**config.mk**
```make
export PLATFORM = sky130hd
export DESIGN_NAME = quad_mac_filter
export DESIGN_NICKNAME = d
export VERILOG_FILES = /design/src/rtl/qmf_pkg.sv /design/src/rtl/qmf_tap_stage.sv /design/src/rtl/qmf_sum_window.sv /design/src/rtl/quad_mac_filter.sv
export SDC_FILE = /design/constraint.sdc
export NUM_CORES = 1
export LEC_CHECK = 0
export ABC_CLOCK_PERIOD_IN_PS = 9000
export BUFFER_PORTS_ARGS = -buffer_cell sky130_fd_sc_hd__buf_2
export CAP_MARGIN = 20
export CORE_AREA = 3 3 365 223
export CTS_BUF_LIST = sky130_fd_sc_hd__clkbuf_4 sky130_fd_sc_hd__clkbuf_8
export DETAILED_ROUTE_END_ITERATION = 12
export DIE_AREA = 0 0 368 226
export GPL_TIMING_DRIVEN = 0
export SYNTH_ARGS = -nofsm -noshare
export SYNTH_HDL_FRONTEND = slang
export SYNTH_HIERARCHICAL = 1
export SYNTH_SLANG_ARGS = --single-unit
export TNS_END_PERCENT = 10
```
**constraint.sdc**
```tcl
create_clock -name clk -period 9 [get_ports clk]
set_clock_uncertainty 0.15 [all_clocks]
set_input_delay 1.8 -clock clk [delete_from_list [all_inputs] [get_ports clk]]
set_output_delay 1.8 -clock clk [all_outputs]
set_load 0.01 [all_outputs]
```
**src/rtl/qmf_pkg.sv**
```systemverilog
package qmf_pkg;

    // Output window interpretation carried down the pipeline
    typedef enum logic {
        FMT_FRAC = 1'b0,
        FMT_INT  = 1'b1
    } fmt_e;

endpackage

```
**src/rtl/qmf_tap_stage.sv**
```systemverilog
module qmf_tap_stage #(
    parameter int DW = 10,
    parameter int CW = 11,
    localparam int PW = DW + CW
) (
    input  logic          clk,
    input  logic          rst_n,
    input  logic          ld_n,
    input  logic [DW-1:0] d_in,
    input  logic [CW-1:0] c_in,
    output logic [PW-1:0] prod_q
);

    logic [DW-1:0]        d_q;
    logic [CW-1:0]        c_q;
    logic signed [PW-1:0] d_ext;
    logic signed [PW-1:0] c_ext;
    logic signed [PW-1:0] prod_d;

    // Stage 1: gated data capture, free-running weight capture
    always_ff @(posedge clk or negedge rst_n) begin
        if (!rst_n) begin
            d_q <= '0;
            c_q <= '0;
        end else begin
            if (!ld_n) d_q <= d_in;
            c_q <= c_in;
        end
    end

    always_comb begin
        d_ext  = PW'($signed(d_q));
        c_ext  = PW'($signed(c_q));
        prod_d = d_ext * c_ext;
    end

    // Stage 2: product register
    always_ff @(posedge clk or negedge rst_n) begin
        if (!rst_n) prod_q <= '0;
        else        prod_q <= prod_d;
    end

    // strobe high leaves the lane data untouched
    a_r2_hold_when_idle: assert property (@(posedge clk) disable iff (!rst_n)
        ld_n |=> (d_q == $past(d_q)));

    // nonzero operands give a product whose sign is the xor of theirs
    a_r3_product_sign: assert property (@(posedge clk) disable iff (!rst_n)
        ((d_q != '0) && (c_q != '0)) |=> (prod_q[PW-1] == $past(d_q[DW-1] ^ c_q[CW-1])));

endmodule

```
**src/rtl/qmf_sum_window.sv**
```systemverilog
module qmf_sum_window
    import qmf_pkg::*;
#(
    parameter int NTAP = 4,
    parameter int PW   = 21,
    parameter int OW   = 16,
    parameter int FRAC = 9,
    localparam int SW  = PW + $clog2(NTAP),
    localparam int EW  = (SW > FRAC + OW) ? SW : FRAC + OW
) (
    input  logic                     clk,
    input  logic                     rst_n,
    input  logic [NTAP-1:0][PW-1:0]  prods,
    input  fmt_e                     fmt,
    output logic [OW-1:0]            win_q
);

    logic signed [SW-1:0] acc;
    logic signed [EW-1:0] ext;
    logic [OW-1:0]        win_d;

    always_comb begin
        acc = '0;
        for (int i = 0; i < NTAP; i++) begin
            acc = acc + SW'($signed(prods[i]));
        end
        ext = EW'(acc);
        unique case (fmt)
            FMT_FRAC: win_d = ext[FRAC+OW-1:FRAC];
            FMT_INT:  win_d = ext[OW-1:0];
            default:  win_d = '0;
        endcase
    end

    // Stage 3: output register
    always_ff @(posedge clk or negedge rst_n) begin
        if (!rst_n) win_q <= '0;
        else        win_q <= win_d;
    end

    // a cycle spent in reset leaves the output at zero
    a_r1_reset_out: assert property (@(posedge clk)
        !rst_n |=> (win_q == '0));

    // fractional window always carries redundant sign bits
    generate
        if (SW <= FRAC + OW - 2) begin : g_headroom
            a_r5_frac_headroom: assert property (@(posedge clk) disable iff (!rst_n)
                (fmt == FMT_FRAC) |=> ((win_q[OW-1:OW-3] == 3'b000) || (win_q[OW-1:OW-3] == 3'b111)));
        end
    endgenerate

endmodule

```
**src/rtl/quad_mac_filter.sv**
```systemverilog
module quad_mac_filter
    import qmf_pkg::*;
#(
    parameter int NTAP = 4,
    parameter int DW   = 10,
    parameter int CW   = 11,
    parameter int OW   = 16,
    parameter int FRAC = 9,
    localparam int PW  = DW + CW
) (
    input  logic                    clk,
    input  logic                    rst_n,
    input  logic [NTAP-1:0][DW-1:0] px_in,
    input  logic [NTAP-1:0]         ld_n,
    input  logic [NTAP-1:0][CW-1:0] coef_in,
    input  logic                    fmt_int,
    output logic [OW-1:0]           sum_out
);

    logic [NTAP-1:0][PW-1:0] prod_bus;
    fmt_e                    fmt_s1;
    fmt_e                    fmt_s2;

    generate
        for (genvar g = 0; g < NTAP; g++) begin : g_lane
            qmf_tap_stage #(
                .DW (DW),
                .CW (CW)
            ) u_lane (
                .clk    (clk),
                .rst_n  (rst_n),
                .ld_n   (ld_n[g]),
                .d_in   (px_in[g]),
                .c_in   (coef_in[g]),
                .prod_q (prod_bus[g])
            );
        end
    endgenerate

    // Format bit travels alongside the data it qualifies
    always_ff @(posedge clk or negedge rst_n) begin
        if (!rst_n) begin
            fmt_s1 <= FMT_FRAC;
            fmt_s2 <= FMT_FRAC;
        end else begin
            fmt_s1 <= fmt_e'(fmt_int);
            fmt_s2 <= fmt_s1;
        end
    end

    qmf_sum_window #(
        .NTAP (NTAP),
        .PW   (PW),
        .OW   (OW),
        .FRAC (FRAC)
    ) u_window (
        .clk   (clk),
        .rst_n (rst_n),
        .prods (prod_bus),
        .fmt   (fmt_s2),
        .win_q (sum_out)
    );

    // an all-zero product stage produces a zero result one edge later
    a_r6_zero_flow: assert property (@(posedge clk) disable iff (!rst_n)
        (prod_bus == '0) |=> (sum_out == '0));

endmodule

```
Yosys cells after proc, flatten, opt, wreduce, memory -nomap -nowiden

Index checks and enable logic that the tools add are counted.

Flip-flop bits (word level): 186
Input port bits: 91
Output and inout bits: 16

Add/sub/neg operators: 3
Multiply operators: 4
Muxes and demuxes: 1
Bitwise gates (word level): 1

Operator list:

| cell                             | number |
|---|---|
| multiplier 10 x 11 -> 21 bit     | 4 |
| case mux 16 bit (2 select lines) | 1 |
| adder 22 x 21 -> 23 bit          | 1 |
| adder 23 x 21 -> 23 bit          | 1 |
| adder 21 x 21 -> 22 bit          | 1 |
| NOT 1 bit                        | 1 |

Logic depth before layout (Yosys ltp)

Gate-level depths: netlist of the first run.

Depth in word-level cells: 4
Depth in mapped cells: 20
Depth with buffers taken out: 19

Hierarchy

The synthesis of the first run kept the hierarchy.

By module, submodules not included:

| module                               | times used | cells each | area an instance (µm²) | sequential area each (µm²) |
|---|---|---|---|---|
| qmf_tap_stage (g_lane[1].u_lane ...) | 2          | 545        | 5491.5                 | 1051.0 |
| qmf_tap_stage (g_lane[3].u_lane)     | 1          | 547        | 5472.7                 | 1051.0 |
| qmf_tap_stage (g_lane[0].u_lane)     | 1          | 538        | 5418.9                 | 1051.0 |
| qmf_sum_window                       | 1          | 362        | 2991.6                 | 400.4 |
| quad_mac_filter                      | 1          | 2          | 50.0                   | 50.0 |

Least setup slack after synthesis of the first run

No wires, ideal clock.

Path type: register -> register
From: register g_lane[0].u_lane.d_q[2]
To: register g_lane[0].u_lane.prod_q[19]
Setup time: 0.080 ns
Data arrival time: 4.998 ns
Slack: 3.772 ns
Stages on the path, launching flop included: 18
Buffers on the path: 1
Period minus slack after synthesis: 5.228 ns
Path through: dfrtp_1 -> clkbuf_1 -> nand2_1 -> fa_1 -> inv_1 -> fa_1 -> fa_1 -> fa_1 -> inv_1 -> fa_1 -> inv_1 -> ha_1 -> a21o_1 -> a21oi_1 -> o21ai_0 -> a41o_1 -> a21oi_1 -> xnor2_1

Word-level cells in the longest chain between the ends: 1

Ends and longest elaborated chain:

| what                            | line                | RTL |
|---|---|---|
| from (decl)                     | qmf_tap_stage.sv:14 | `logic [DW-1:0] d_q;` |
| from (signal assigned)          | qmf_tap_stage.sv:26 | `if (!ld_n) d_q <= d_in;` |
| multiplier 10 x 11 -> 21 bit    | qmf_tap_stage.sv:34 | `prod_d = d_ext * c_ext;` |
| via g_lane[0].u_lane.prod_d[19] | qmf_tap_stage.sv:18 | `logic signed [PW-1:0] prod_d;` |
| to (signal assigned)            | qmf_tap_stage.sv:40 | `else prod_q <= prod_d;` |
| to (decl)                       | qmf_tap_stage.sv:11 | `output logic [PW-1:0] prod_q` |

The timed path passes the listed nets, and every way through them passes these cells.
A chain may end at the register's enable or synchronous reset.

Worst setup path in the final report of the first run

From: register g_lane[0].u_lane.d_q[1]
To: register g_lane[0].u_lane.prod_q[17]

The elaborated chain is that of the path after synthesis.

==> impl_metrics.yaml, run 1 <==
detailed_routing:
  dr_total_vias: 16400
  drt_wl_total_um: 55600
  postRouteAntennaNets: 0
  drt_iter0_drc: 861
  via_per_inst: 4.40
  drc_errors: 0
  avgRoutedWirePerCell_um: 14.9
  first_pass_iters: 5
floorplan:
  die_h_um: 226
  num_rows: 79
  die-area_mm2: 0.0832
  core_area_mm2: 0.0777
  ioPinCount: 107
  start_util_pct: 32.1
  die_w_um: 368
critical_path:
  critPathKind: "reg2reg"
  required_ns: 9.29
  critPathMaxFanout: 10
  cpPeakStageDelay_ns: 0.65
  slowest_stage: "fa_1"
  path_common_cell: "fa_1"
  path_cells: "clkbuf_1, nand2_1, fa_1, inv_1, fa_1, fa_1, fa_1, inv_1, fa_1, inv_1, ha_1, o2111ai_1, o21ai_0, a21o_1, a21oi_1, xnor2_1"
  start_kind: "flip-flop"
  rrSetupSlack_ns: 2.81
  worstReg2RegStart: "g_lane[0].u_lane/d_q[1]"
  arrival_ns: 6.48
  reg2reg_depth: 16
  r2r-end: "g_lane[0].u_lane/prod_q[17]"
  cp-end-kind: "flip-flop"
min_path:
  hold_depth: 0
  hold_path.startpoint: "fmt_s1"
  hold_path_end: "fmt_s2"
  hp-class: "reg2reg"
synthesis:
  synth.yosys.seq_area_share_pct: 18.7
  ys.flop_type: "dfrtp_1"
  synth.cell_area_mm2: 0.0249
  yosys.area.top_type: "fa_1"
  synthArstFlopShare_pct: 100
  ys_warn_count: 6
  synth-edff-count: 0
  syn_inst: 2539
  synth_seq_cells: 186
  synth_area_per_cell_um2: 9.81
  synth_top_area_share_pct: 35.3
  synth_cell_types: 60
  synth_common_cells: "inv_1 (657), fa_1 (439), nand2_1 (270)"
  synthesis.nets: 3295
  synth.area.top_cells: "fa_1 (35%), dfrtp_1 (19%), ha_1 (11%)"
  synth_most_common_cell: "inv_1"
run_status:
  status: "complete, no violations"
finish:
  num-fill-cells: 8016
  area_delta_synth_final_pct: 9.46
  multi_input_area_mm2: 0.0174
  drive_gt1_share_pct: 8.04
  fin_nets: 3418
  regArea_mm2: 0.00465
global_route:
  grt_overflow_total: 0
  antenna_found_initial: 2
  grt_pass1_vias: 17200
  grt_usage_pct: 14.6
  grt_first_pass_wirelength_um: 94500
  grt_max_degree: 77
clocking:
  clkLatencyLatePin_ns: 0.60
  post_cts_buffers: 0
  cts_hold_repair.buffers: 0
  clock_tree.buffer_depth: 2
  cts_tree: "done"
  cts-root-buf: "clkbuf_8"
  clock_sinks: 186
  cts_buffers: 17
  clkTransAtPathRegs_ns: 0.12
  cts-resized-gates: 0
  htreeDepth: 4
place:
  hpwl_um: 48300
  routabilityCongestion: 0.847
  portBuffers: 102
sta:
  period_share_pct: 68.7
  max-slew-margin-rel_pct: 49.3
  worstMarginPinSlew_ns: 0.760
  final_max_slew_viol_count: 0
  hold_viol_final: 0
  fmax_mhz: 162
  rsz0062_at_grt: "no"
  tns_ns: 0
  setup_viol: 0
  min_period_ns: 6.19
run:
  max_cap_violations: 0
[worst max-delay path: cells and delay by family (launching register included)]
kind,cells,cell delay (ns)
buffers and inverters,4,0.67
DFF,1,0.41
xor gates and xnor gates,1,0.47
AOI/OAI and AO/OA,4,0.92
adders and majority gates,6,3.09
and+or+nand+nor,1,0.29
[per-stage QoR]
stage / instance area, um^2 / setup slack [ns] / util, % / hold slack, ns / cells
finish: 27300 / 2.81 / 35.1 / 0.221 / 3729
global route: 27300 / 2.49 / 35.1 / 0.248 / 3729
CTS: 27300 / 2.89 / 35.1 / 0.242 / 3728
detailed placement: 26800 / 2.94 / 34.5 / 0.198 / 3696
global placement: 26700 / 2.34 / 34.4 / 0.183 / 3694
floorplan: 24900 / 3.77 / - / 0.181 / 2539
[cell usage in the layout, fill, tap and decap left out, types with 8 or more instances in the layout]
master	synthesis	layout
a21o_1	23	23
a21oi_1	74	74
and2_1	161	161
buf_2	3	104
clkbuf_1	87	87
clkbuf_8	0	18
dfrtp_1	186	186
fa_1	439	439
ha_1	226	226
inv_1	657	657
mux2_2	47	47
nand2_1	270	270
nand2b_1	12	12
nor2_1	38	38
nor2b_1	38	38
nor3_1	11	11
o2111ai_1	8	8
o21a_1	9	9
o21ai_0	30	30
o21ai_1	10	10
o21bai_1	15	15
xnor2_1	86	86
xor2_1	32	32
[routing by layer]
metal	up-vias	track usage, %	routed length (um)
li1	7780	-	-
met1	8367	23.4	30500
met2	243	20.1	22400
met3	35	2.34	2090
met4	0	3.36	652
met5	-	0	0
[worst max-delay path by stage]
stage	start	endpoint	slack, ns	cells past startpoint
floorplan	g_lane[0].u_lane/d_q[2]	g_lane[0].u_lane/prod_q[19]	3.77	17
global placement	rst_n	g_lane[2].u_lane/c_q[10]	2.34	1
detailed placement	g_lane[0].u_lane/d_q[2]	g_lane[0].u_lane/prod_q[17]	2.94	16
CTS	g_lane[0].u_lane/d_q[2]	g_lane[0].u_lane/prod_q[17]	2.89	16
global route	g_lane[0].u_lane/d_q[1]	g_lane[0].u_lane/prod_q[17]	2.49	16
finish	g_lane[0].u_lane/d_q[1]	g_lane[0].u_lane/prod_q[17]	2.81	16
[state kept, by name (all words and copies together), names as in the netlist]
signal / count
g_lane.u_lane/prod_q: 84
g_lane.u_lane/c_q: 44
g_lane.u_lane/d_q: 40
u_window/win_q: 16
fmt_s1: 1
fmt_s2: 1
[area by class of cell]
type	instances	area share, %
multi-input combinational	1603	63.9
sequential	186	17.1
inverter	658	9.06
tap	1053	4.83
timing repair buffer	104	2.11
buffer	92	1.31
clock buffer	18	0.908
clock inverter	14	0.780
antenna	1	0.00918
[kinds of logic (layout without fill, tap and decap cells)]
logic type / count (synthesis) / after routing / synth area share, %
AOI/OAI and AO/OA: 218 / 218 / 6.22
DFF: 186 / 186 / 18.7
adders and majority gates: 665 / 665 / 46.6
xor gates and xnor gates: 118 / 118 / 4.15
and+or+nand+nor: 553 / 553 / 10.8
muxes: 49 / 49 / 2.20
other: 0 / 1 / 0
buffers and inverters: 750 / 886 / 11.3
Power of run 1 is not shown: default switching activity piles up to over one toggle a cycle in this logic, so the estimate is an artifact.
==> inputs of run 2 (changes only) <==
- ABC_CLOCK_PERIOD_IN_PS: 9000 -> 5000
- clock period: 9 -> 5 ns (I/O delays scaled with it)
==> run 2 against run 1 <==
The run now ends with setup timing left. Die area is the same. Design area grew 4.4%. Sequential share of layout area shrank 0.54 points. Maximum frequency grew 19%. Utilization grew 1.5 points. Global-route usage is essentially flat. Largest cell class unchanged. Register-to-register slack lost 3.0 ns. Critical endpoint is now g_lane[0].u_lane/prod_q[18]. Critical path type unchanged. Sequential cell count is the same.
==> impl_metrics.yaml, run 2 (same netlist as run 1, synthesis figures left out) <==
run_status:
  status: "finished, violations left"
  violations: "setup timing"
detailed_routing:
  drc_errors: 0
  dr_total_vias: 16600
  avgRoutedWirePerCell_um: 15.3
  postRouteAntennaNets: 0
  drt_iter0_drc: 916
  first_pass_iters: 5
  via_per_inst: 4.41
  drt_wl_total_um: 57500
floorplan:
  die_w_um: 368
  die_h_um: 226
  num_rows: 79
  ioPinCount: 107
  start_util_pct: 32.1
  die-area_mm2: 0.0832
  core_area_mm2: 0.0777
finish:
  design_area_mm2: 0.0285
  layout_common_cells: "inv_1 (648), fa_1 (426), nand2_1 (257)"
  drive_gt1_share_pct: 16.6
  top_regs: "g_lane.u_lane/prod_q x84, g_lane.u_lane/c_q x44, g_lane.u_lane/d_q x40"
  area_delta_synth_final_pct: 14.3
  regMostFlops: "g_lane.u_lane/prod_q"
  final_common_cell: "inv_1"
  fin_nets: 3441
  largest_reg_flops: 84
  num-fill-cells: 7908
  multi_input_area_mm2: 0.0180
  regArea_mm2: 0.00470
critical_path:
  critPathKind: "reg2reg"
  start_kind: "flip-flop"
  cp-end-kind: "flip-flop"
  path_common_cell: "fa_1"
  slowest_stage: "fa_1"
  arrival_ns: 5.47
  critPathMaxFanout: 7
  required_ns: 5.29
  cpPeakStageDelay_ns: 0.53
  path_cells: "buf_8, nand2_4, fa_1, inv_1, fa_1, inv_1, fa_1, inv_2, fa_1, fa_1, ha_4, a21o_1, a21oi_2, buf_4, a311o_1, o31a_1, xnor2_2"
place:
  routabilityCongestion: 0.855
  dpl_cell_area_mm2: 0.0269
  hpwl_um: 47300
  portBuffers: 102
sta:
  worstMarginPinSlew_ns: 0.705
  rsz0062_at_grt: "yes"
  hold_viol_final: 0
  period_share_pct: 104
  fin_hold_ws_ns: 0.201
  min_period_ns: 5.18
  setup_ws_ns: -0.177
  fmax_mhz: 193
  setup_viol: 13
  final_max_slew_viol_count: 0
  max-slew-margin-rel_pct: 53.0
clocking:
  clkLatencyLatePin_ns: 0.57
  clkTransAtPathRegs_ns: 0.12
  cts-root-buf: "clkbuf_8"
  cts_tree: "done"
  clock_tree.buffer_depth: 2
  clock_sinks: 186
  htreeDepth: 4
  cts_buffers: 17
global_route:
  grt_pass1_vias: 17300
  antenna_found_initial: 3
  grt_overflow_total: 0
  grt_max_degree: 109
  grt_usage_pct: 14.6
  grt_first_pass_wirelength_um: 95000
run:
  max_cap_violations: 0
min_path:
  hp-class: "reg2reg"
## run 2: layout make-up
class                           instances  share of cell area [%]
Antenna cell                            1                 0.00879
Timing Repair Buffer                  170                    3.88
Buffer                                 49                    1.50
Inverter                              658                    8.68
Sequential cell                       186                    16.5
Clock inverter                         14                   0.681
Tap cell                             1053                    4.63
Clock buffer                           18                   0.870
Multi-Input combinational cell       1603                    63.2
## run 2: critical path: cells and delay by family (launching register included)
kind | cells | cell delay [ns]
flops | 1 | 0.42
simple gates | 1 | 0.05
buf+inv | 5 | 0.42
fa+ha+maj | 6 | 2.80
compound gates | 4 | 0.94
xor+xnor | 1 | 0.29
## run 2: through the flow
step / instances / TNS (ns) / setup WS [ns] / util [%]
finish: 3752 / -0.796 / -0.177 / 36.6
global route: 3752 / -5.46 / -0.339 / 36.6
CTS: 3735 / -0.766 / -0.132 / 36.3
detailed placement: 3696 / -15.40 / -0.836 / 34.6
global placement: 3694 / -170.52 / -0.891 / 34.5
floorplan: 2539 / -0.00895 / -0.00861 / -
## run 2: path summary, 6_finish.rpt
path | depth (start not counted) | to | from | slack [ns]
max | 17 | g_lane[0].u_lane/prod_q[18] | g_lane[0].u_lane/d_q[1] | -0.18
min | 0 | fmt_s2 | fmt_s1 | 0.20
max reg2reg | 17 | g_lane[0].u_lane/prod_q[18] | g_lane[0].u_lane/d_q[1] | -0.18
min reg2reg | 0 | fmt_s2 | fmt_s1 | 0.20
max in group asynchronous | 4 | g_lane[2].u_lane/d_q[9] | rst_n | 2.86
min in group asynchronous | 2 | g_lane[3].u_lane/d_q[2] | rst_n | 0.65
## run 2: repair_timing
action / in CTS / in global routing
endpoints found under the setup margin: 39 / 38
resized for setup: 190 / 39
endpoints found under the hold margin: 1 / 0
setup buffers: 48 / 16
pin swaps: 68 / 32
gates cloned: 1 / 0
hold buffers: 1 / 0
## run 2: metal layers
| layer | global-route usage (%) | part of all wire [%] | wire (um) | vias up |
|---|---|---|---|---|
| met5 | 0 | 0 | 0 | - |
| met4 | 2.11 | 0.67 | 386 | 0 |
| met3 | 2.80 | 4.5 | 2620 | 19 |
| met2 | 20.3 | 41 | 23400 | 286 |
| met1 | 23.5 | 54 | 31100 | 8434 |
| li1 | - | - | - | 7823 |
Power of run 2 is left out for the same reason.
==> inputs of run 3 (changes only) <==
- REMOVE_ABC_BUFFERS: default -> 1
==> run 3 against run 2 <==
The flow still finishes with violations (setup timing). Non-clock buffer count rose by 25. Maximum frequency rose by 1.6%. Design area rose by 0.87%. Critical path depth rose by 1. Hold slack got worse by 0.035 ns. Via count rose by 1.4%. Highest routed layer is now met5. Die area did not move. Utilization rose by 0.32 points. First-iteration DRC count rose by 7.6%. Sequential cell count did not move. Count of clock-buffer cells in the layout did not move. Register-to-register slack improved by 0.08 ns.
==> impl_metrics.yaml, run 3 (same netlist as run 1, synthesis figures left out) <==
detailed_routing:
  avgRoutedWirePerCell_um: 15.4
  via_per_inst: 4.45
  drt_iter0_drc: 986
  postRouteAntennaNets: 0
  drt_wl_total_um: 58200
  drc_errors: 0
  dr_total_vias: 16800
  first_pass_iters: 5
sta:
  setup_ws_ns: -0.0940
  fmax_mhz: 196
  rsz0062_at_grt: "yes"
  tns_ns: -0.219
  setup_viol: 4
  min_period_ns: 5.09
  period_share_pct: 102
  final_max_slew_viol_count: 0
  worstMarginPinSlew_ns: 0.666
  hold_viol_final: 0
  max-slew-margin-rel_pct: 55.6
place:
  portBuffers: 106
  routabilityCongestion: 0.845
  pre_cts_slack_ns: -0.758
  dpl_cell_area_mm2: 0.0265
  hpwl_um: 46600
  placed_cells: 3608
floorplan:
  die_w_um: 368
  ioPinCount: 107
  core_area_mm2: 0.0777
  num_rows: 79
  start_util_pct: 32.1
  die-area_mm2: 0.0832
  die_h_um: 226
critical_path:
  path_common_cell: "fa_1"
  path_cells: "buf_12, nand2_4, fa_1, inv_1, fa_1, inv_1, fa_1, inv_2, fa_1, fa_1, ha_4, a21o_1, a21oi_2, and3_1, a311o_1, o31a_1, buf_4, xnor2_1"
  cp-end-kind: "flip-flop"
  cpPeakStageDelay_ns: 0.53
  critPathKind: "reg2reg"
  required_ns: 5.30
  slowest_stage: "fa_1"
  arrival_ns: 5.39
  critPathMaxFanout: 7
  start_kind: "flip-flop"
clocking:
  cts-root-buf: "clkbuf_8"
  clkLatencyLatePin_ns: 0.56
  cts_tree: "done"
  clock_tree.buffer_depth: 2
  clkTransAtPathRegs_ns: 0.11
  clock_sinks: 186
  cts_buffers: 17
  htreeDepth: 4
  cts_hold_repair.buffers: 0
finish:
  top_regs: "g_lane.u_lane/prod_q x84, g_lane.u_lane/c_q x44, g_lane.u_lane/d_q x40"
  multi_input_area_mm2: 0.0180
  drive_gt1_share_pct: 19.5
  final_cells: 3776
  final_common_cell: "inv_1"
  layout_common_cells: "inv_1 (644), fa_1 (427), nand2_1 (252)"
  regArea_mm2: 0.00475
  design_area_mm2: 0.0287
  largest_reg_flops: 84
  area_delta_synth_final_pct: 15.3
  num-fill-cells: 7898
  regMostFlops: "g_lane.u_lane/prod_q"
  fin_nets: 3466
global_route:
  grt_pass1_vias: 17500
  grt_first_pass_wirelength_um: 97300
  grt_max_degree: 78
  grt_usage_pct: 15.0
  grt_overflow_total: 0
  antenna_found_initial: 3
run:
  max_cap_violations: 0
min_path:
  hp-class: "in2async"
run_status:
  status: "finished, violations left"
  violations: "setup timing"
[run 3: cell types whose count changed in the layout (fill, tap and decap cells not counted), moves of 7 or more]
cell,delta
buf_8,-8
clkbuf_4,-11
dfrtp_2,+35
clkbuf_8,-10
clkbuf_1,-12
ha_1,-7
buf_4,+50
buf_6,+12
dfrtp_1,-35
[run 3: critical path, delay by kind of cell, from the launching register on]
family                     cells  cell delay, ns
DFF                            1            0.43
AOI/OAI and AO/OA              4            0.87
buffers and inverters          5            0.44
and+or+nand+nor                2            0.20
adders and majority gates      6            2.78
xor gates and xnor gates       1            0.11
[run 3: layout make-up]
type | count | share of cell area (%)
clock inverters | 13 | 0.527
multi-input cells | 1603 | 62.8
diodes | 1 | 0.00871
inverters | 658 | 8.61
flip-flops and latches | 186 | 16.5
clock buffers | 18 | 0.863
well taps | 1053 | 4.59
repair buffers | 244 | 6.08
[run 3: per-layer routing]
metal  track usage (%)  wire length [um]  vias to the layer above
met3              3.38              3560                       32
met4              2.18               486                        4
met5                 0                27                        -
li1                  -                 -                     7866
met2              20.0             22500                      347
met1              24.5             31600                     8544
[run 3: final timing paths]
path | from | endpoint | slack, ns | cells after the start
min | rst_n | g_lane[3].u_lane/d_q[0] | 0.17 | 1
max reg2reg | g_lane[0].u_lane/d_q[2] | g_lane[0].u_lane/prod_q[18] | -0.09 | 18
max in group asynchronous | rst_n | g_lane[2].u_lane/c_q[10] | 3.35 | 3
max | g_lane[0].u_lane/d_q[2] | g_lane[0].u_lane/prod_q[18] | -0.09 | 18
min reg2reg | fmt_s1 | fmt_s2 | 0.21 | 0
min in group clk | fmt_s1 | fmt_s2 | 0.21 | 0
[run 3: through the flow]
step                      util (%)  hold WS [ns]
after floorplan                  -         0.181
after global placement        34.0         0.183
after detailed placement      34.1         0.195
after CTS                     36.6         0.114
after global routing          37.0         0.140
final                         37.0         0.167
[run 3: timing repair]
| action | 4_1_cts | 5_1_grt |
|---|---|---|
| endpoints found under the setup margin | 36 | 36 |
| resized for setup | 171 | 51 |
| endpoints found under the hold margin | 0 | 0 |
| cloned | 0 | 0 |
| setup buffers | 134 | 3 |
| pin swaps | 72 | 22 |
Power of run 3 is left out for the same reason.
